### src/rtl/irq_agg_pkg.sv
package irq_agg_pkg;
  localparam int unsigned ADDR_W = 2;

  typedef enum logic [ADDR_W-1:0] {
    REG_PEND = 2'd0,
    REG_MASK = 2'd1
  } reg_sel_e;
endpackage

### src/rtl/irq_pend_bank.sv
module irq_pend_bank #(
  parameter int unsigned N = 32
) (
  input  logic         clk,
  input  logic         rst_n,
  input  logic [N-1:0] src_fire,
  input  logic [N-1:0] evt_backed,
  input  logic [N-1:0] evt_summary,
  input  logic         clr_en,
  input  logic [N-1:0] clr_bits,
  output logic [N-1:0] pend_q
);
  for (genvar i = 0; i < N; i++) begin : g_bit
    always_ff @(posedge clk) begin
      if (!rst_n)                   pend_q[i] <= 1'b0;
      else if (evt_backed[i])       pend_q[i] <= evt_summary[i];
      else if (src_fire[i])         pend_q[i] <= 1'b1;   // new event beats a clear
      else if (clr_en && clr_bits[i]) pend_q[i] <= 1'b0;
    end
  end
endmodule

### src/rtl/irq_mask_reg.sv
module irq_mask_reg #(
  parameter int unsigned N = 32
) (
  input  logic         clk,
  input  logic         rst_n,
  input  logic         wr_en,
  input  logic [N-1:0] wr_data,
  output logic [N-1:0] mask_q
);
  always_ff @(posedge clk) begin
    if (!rst_n)     mask_q <= '0;
    else if (wr_en) mask_q <= wr_data;
  end
endmodule

### src/rtl/irq_prio_enc.sv
module irq_prio_enc #(
  parameter int unsigned N  = 32,
  parameter int unsigned IW = $clog2(N)
) (
  input  logic [N-1:0]  active,
  output logic          any,
  output logic [IW-1:0] idx
);
  function automatic logic [IW-1:0] lowest_set(input logic [N-1:0] v);
    logic [IW-1:0] r;
    r = '0;
    for (int k = N - 1; k >= 0; k--) begin
      if (v[k]) r = IW'(k);
    end
    return r;
  endfunction

  assign any = |active;
  assign idx = lowest_set(active);
endmodule

### src/rtl/irq_aggregator.sv
module irq_aggregator
  import irq_agg_pkg::*;
#(
  parameter int unsigned N  = 32,
  parameter int unsigned IW = $clog2(N)
) (
  input  logic              clk,
  input  logic              rst_n,
  input  logic [ADDR_W-1:0] addr,
  input  logic              wr_en,
  input  logic [N-1:0]      wr_data,
  output logic [N-1:0]      rd_data,
  input  logic [N-1:0]      src_fire,
  input  logic [N-1:0]      evt_backed,
  input  logic [N-1:0]      evt_summary,
  output logic              irq_req,
  output logic [IW-1:0]     irq_idx
);
  logic         reg_wr_pend;
  logic         reg_wr_mask;
  logic [N-1:0] pend_vec;
  logic [N-1:0] mask_vec;
  logic [N-1:0] active_vec;

  assign reg_wr_pend = wr_en && (addr == REG_PEND);
  assign reg_wr_mask = wr_en && (addr == REG_MASK);

  irq_pend_bank #(.N(N)) u_pend (
    .clk(clk), .rst_n(rst_n), .src_fire(src_fire), .evt_backed(evt_backed),
    .evt_summary(evt_summary), .clr_en(reg_wr_pend), .clr_bits(wr_data),
    .pend_q(pend_vec)
  );

  irq_mask_reg #(.N(N)) u_mask (
    .clk(clk), .rst_n(rst_n), .wr_en(reg_wr_mask), .wr_data(wr_data),
    .mask_q(mask_vec)
  );

  assign active_vec = pend_vec & mask_vec;

  irq_prio_enc #(.N(N), .IW(IW)) u_enc (
    .active(active_vec), .any(irq_req), .idx(irq_idx)
  );

  always_comb begin
    case (addr)
      REG_PEND: rd_data = pend_vec;
      REG_MASK: rd_data = mask_vec;
      default:  rd_data = '0;
    endcase
  end
endmodule

### config.mk
export PLATFORM = sky130hd
export DESIGN_NAME = irq_aggregator
export DESIGN_NICKNAME = d
export VERILOG_FILES = /design/src/rtl/irq_agg_pkg.sv /design/src/rtl/irq_pend_bank.sv /design/src/rtl/irq_mask_reg.sv /design/src/rtl/irq_prio_enc.sv /design/src/rtl/irq_aggregator.sv
export SDC_FILE = /design/constraint.sdc
export NUM_CORES = 1
export LEC_CHECK = 0
export BUFFER_PORTS_ARGS = -buffer_cell sky130_fd_sc_hd__buf_2
export CAP_MARGIN = 20
export CORE_AREA = 3 3 89 91
export DETAILED_ROUTE_END_ITERATION = 16
export DIE_AREA = 0 0 92 94
export PLACE_DENSITY = 0.9
export REMOVE_ABC_BUFFERS = 1
export SLEW_MARGIN = 30
export SYNTH_ARGS = -nofsm -noshare
export SYNTH_HDL_FRONTEND = slang
export SYNTH_SLANG_ARGS = --single-unit
### constraint.sdc
create_clock -name clk -period 3.3 [get_ports clk]
set_input_delay 0.495 -clock clk [delete_from_list [all_inputs] [get_ports clk]]
set_output_delay 0.495 -clock clk [all_outputs]
set_load 0.02 [all_outputs]
### Word-level counts from Yosys, hierarchy flattened

Cells that the tools add are included.

| operators by class | value |
|---|---|
| equality and inequality tests | 1 |
| muxes and demuxes | 129 |
| bitwise gates (word level) | 1 |
| reduce and logical (&&, ||, !) cells | 68 |

Operators with widths:

| kind | count |
|---|---|
| 5-bit 2-to-1 mux | 32 |
| 1-bit 2-to-1 mux | 96 |
| 3-bit nonzero test | 32 |
| 32-bit case mux with 2 select lines | 1 |
| 1-bit logical AND | 34 |
| 32-bit AND | 1 |
| 32-bit OR reduction | 1 |
| 2-bit by 1-bit == test with 1-bit output (second input constant) | 1 |
| 2-bit logical NOT | 1 |

| storage, ports and cells | value |
|---|---|
| register bits | 64 |
| input port bits | 133 |
| output and inout port bits | 38 |
| logic and storage cells | 232 |

### Longest topological paths before layout

| depth | value |
|---|---|
| word-level depth | 33 |
| mapped depth | 6 |
| gate-level depth less buffers | 5 |

### Modules after synthesis

From an unflattened synthesis, not the netlist that was laid out.

| second synthesis, totals | value |
|---|---|
| cell total of the unflattened synthesis | 408 |
| area total of the unflattened synthesis | 3,930.0 µm² |

Modules (own cells, without submodules):

| module | times used | cells an instance | area each (µm²) | seq. area each (µm²) |
|---|---|---|---|---|
| irq_pend_bank | 1 | 134 | 1,525.2 | 640.6 |
| irq_mask_reg | 1 | 103 | 1,243.7 | 640.6 |
| irq_aggregator | 1 | 106 | 775.7 | 0.0 |
| irq_prio_enc | 1 | 65 | 385.4 | 0.0 |

### Worst setup path after synthesis

Ideal clock, no wire load.

| timing | value |
|---|---|
| path kind | register to output |
| start point | register u_mask.mask_q[24] |
| end point | output port irq_idx[1] |
| arrival | 1.568 ns |
| path slack | 1.237 ns |
| cell stages (with the launch flop) | 5 |
| path through | dfxtp_1 a22o_1 o21ai_0 a31oi_1 o41ai_1 |

| on the way | value |
|---|---|
| word-level cells in the longest chain between the ends | 26 |

Ends and longest elaborated chain:

| item | line | source |
|---|---|---|
| from (decl) | irq_mask_reg.sv:8 | `output logic [N-1:0] mask_q` |
| from (signal assigned) | irq_mask_reg.sv:12 | `else if (wr_en) mask_q <= wr_data;` |
| 32-bit AND | irq_aggregator.sv:39 | `assign active_vec = pend_vec & mask_vec;` |
| 5-bit 2-to-1 mux (25 in a row) | irq_prio_enc.sv:13 | `if (v[k]) r = IW'(k);` |
| to (decl) | irq_aggregator.sv:17 | `output logic [IW-1:0] irq_idx` |

Every way passes these cells.

### Worst setup path in the final report

| timing | value |
|---|---|
| start point | register u_pend.pend_q[31] |
| end point | output port irq_req |

| on the way | value |
|---|---|
| word-level cells in the longest chain between the ends | 2 |

Ends and longest elaborated chain:

| item | line | source |
|---|---|---|
| from (decl) | irq_pend_bank.sv:11 | `output logic [N-1:0] pend_q` |
| from (signal, indexed assignment) | irq_pend_bank.sv:16 | `else if (evt_backed[i]) pend_q[i] <= evt_summary[i];` |
| 32-bit AND | irq_aggregator.sv:39 |  |
| 32-bit OR reduction | irq_prio_enc.sv:18 | `assign any = \|active;` |
| to (decl) | irq_aggregator.sv:16 | `output logic irq_req,` |

Every way passes these cells.

==> impl_metrics.py <==
metrics = {
    "logic_synthesis": {
        "synth-main-ff-cell": "dfxtp_1",
        "yosysTopAreaCell": "dfxtp_1",
        "ys_ff_latch": 64,
        "synth_top_area_share_pct": 35.85,
        "syn_inst": 501,
        "synth_common_cells": "129 x nand2_1, 69 x a21oi_1, 64 x dfxtp_1, 36 x o21ai_0, 34 x nor2_1",
        "synth.area.top_cells": "dfxtp_1 36%, nand2_1 14%, a21oi_1 9.7%, mux2i_1 9.0%, a21boi_0 5.7%",
        "syn_area_per_cell_sq_um": 7.133,
        "ys_seq_area_share_pct": 35.85,
        "synth.cell_area_sq_um": 3573,
        "async_flop_share_pct": 0,
        "synth.most_common_cell": "nand2_1",
        "ys_types": 33,
        "synth_edf_count": 0,
        "yosysWarnings": 0,
    },
    "clock_network": {
        "cts_resized": 0,
        "root_buffer": "clkbuf_8",
        "cts_num_sinks": 64,
        "htree_levels": 3,
        "postCtsSetupBuffers": 0,
        "path_clk_slew_ps": 70,
        "cts_inserted_buffers": 9,
        "clk-insertion-delay-late_ps": 330,
        "holdBufCountCts": 0,
        "clockBufferDepth": 2,
        "cts_tree": "done",
    },
    "drt": {
        "avgRoutedWirePerCell_microns": 13.79,
        "initialDrtViolationCount": 136,
        "drc_errors": 0,
        "routed_wirelength_mm": 10.56,
        "wl_met3_microns": 715,
        "final_antenna_net_count": 0,
        "routed.top_layer": "met4",
        "met2_length_mm": 5.336,
        "viasPerCell": 5.202,
        "vias": 3985,
        "wl_met1_mm": 4.392,
        "drtPass1Iterations": 4,
    },
    "worst_setup_path": {
        "cp.required_ps": 2800,
        "critPathArrivalTime_ps": 1980,
        "critPathMaxFanout": 4,
        "startpoint_type": "flop",
        "worst-r2r-setup-slack_ps": 2570,
        "crit_path_end_kind": "primary output",
        "crit_type": "flop to primary output",
    },
    "floorplanning": {
        "dieArea_sq_um": 8648,
        "start_util_pct": 49.53,
        "rows": 31,
        "coreArea_sq_um": 7214,
        "die_h_microns": 94,
        "die_x_microns": 92,
        "ios": 171,
    },
    "timing": {
        "setup_viol": 0,
        "maxSlewViolCount": 0,
        "post-route-period-util_pct": 74.92,
        "max-slew-margin-rel_pct": 52.01,
        "min_period_ps": 2472,
        "fmaxAchievable_mhz": 404.5,
        "timing_hold_violations_final": 0,
        "tns_ps": 0,
        "tightest_slew_ps": 719.9,
        "skew_ps": 0,
        "rsz0062_at_grt": "false",
    },
    "placement": {
        "place.port_buffers": 170,
        "hpwl_mm": 8.102,
        "dpl_cell_area_sq_um": 4484,
        "place_congestion": 0.7896,
        "dpl.cell_count": 750,
    },
    "global_route": {
        "grt_pass1_vias": 3904,
        "grt_max_degree": 65,
        "grt_pass1_wl_mm": 17.04,
        "grt_usage_pct": 24.17,
        "grt_remaining_overflow": 0,
        "antenna_found_initial": 0,
    },
    "job": {
        "maxCapViolCount": 0,
    },
    "finish": {
        "drive_gt1_share_pct": 28.94,
        "final_cell_area_sq_um": 4701,
        "fin_nets": 795,
        "syn_to_final_growth_pct": 31.55,
        "diodes": 0,
        "stdcell_count": 766,
    },
    "power": {
        "power_density_nw_per_um2": 415.0,
        "total_leakage_power_uw": 0.002314,
        "peakVddDrop_uv": 219.4,
    },
    "hold_path": {
        "hold_path.class": "input pin to flop",
    },
    "status": {
        "status": "completed",
    },
}
sequential cells by signal, summed over array words and instances (netlist names):
| register | flops |
|---|---|
| u_mask.mask_q | 32 |
| u_pend.pend_q | 32 |
layout make-up:
class                      count  area (sq um)
tap                           99         123.9
inverter                      32         120.1
timing repair buffer         175         890.9
clock inverter                 3         65.06
fill                         651          2514
clock buffer                  13         148.9
sequential                    64          1281
multi-input combinational    380          2071
logic make-up (layout without fill, tap and decap cells):
logic type	count (synthesis)	in the layout	share of synthesized area (%)
buffers and inverters	57	223	6.373
muxes	32	32	8.964
AOI/OAI and AO/OA	162	162	27.03
DFF	64	64	35.85
and+or+nand+nor	186	186	21.78
power breakdown:
group	total (uW)	switching [uW]	internal [uW]
Combinational	358	199	159
Clock	735	289	446
Sequential	858	42.2	816
Total	1950	530	1420
stage by stage:
| step | utilization (%) | power (uW) | hold slack (ps) | setup WS, ps |
|---|---|---|---|---|
| 2_1_floorplan | - | 1048 | 447.9 | 1237 |
| 3_3_place_gp | 62.16 | 1216 | 455.3 | 1001 |
| 3_5_place_dp | 62.16 | 1233 | 463.5 | 934.6 |
| 4_1_cts | 65.12 | 1964 | 394.4 | 808.2 |
| 5_1_grt | 65.16 | 2035 | 404.7 | 693.1 |
| 6_report | 65.16 | 1951 | 410.9 | 827.8 |
metal layers:
layer,vias to the layer above,track usage (%)
met5,-,0
met4,0,8.168
met3,12,4.567
met2,157,44.16
met1,1791,28.27
li1,2025,-
final timing paths:
check                                                       to                            from  cells past startpoint
worst max-delay path                                   irq_req  u_pend.pend_q[31]$_SDFFE_PN0P_                      6
worst min register to register  u_mask.mask_q[17]$_SDFFE_PN0P_  u_mask.mask_q[17]$_SDFFE_PN0P_                      2
worst min-delay path            u_mask.mask_q[13]$_SDFFE_PN0P_                     wr_data[13]                      3
worst max register to register   u_pend.pend_q[4]$_SDFFE_PN0P_   u_pend.pend_q[4]$_SDFFE_PN0P_                      2
worst max-delay path: stages, from the launching register on:
cell and delay [ps]:
dfxtp_1 350, a22o_1 260, and3b_1 260, nand2_2 80, nor3_2 180, or3b_1 350
buf_2 170
placed cells by master (no fill, tap or decap), drive strengths merged, types with 13 or more instances in the layout:
cell type and count:
buf 175, nand2 130, a21oi 69, dfxtp 64, o21ai 36, nor2 35
mux2i 32, inv 32, a21boi 32, clkbuf 13
(Power assumes the default switching activity.)
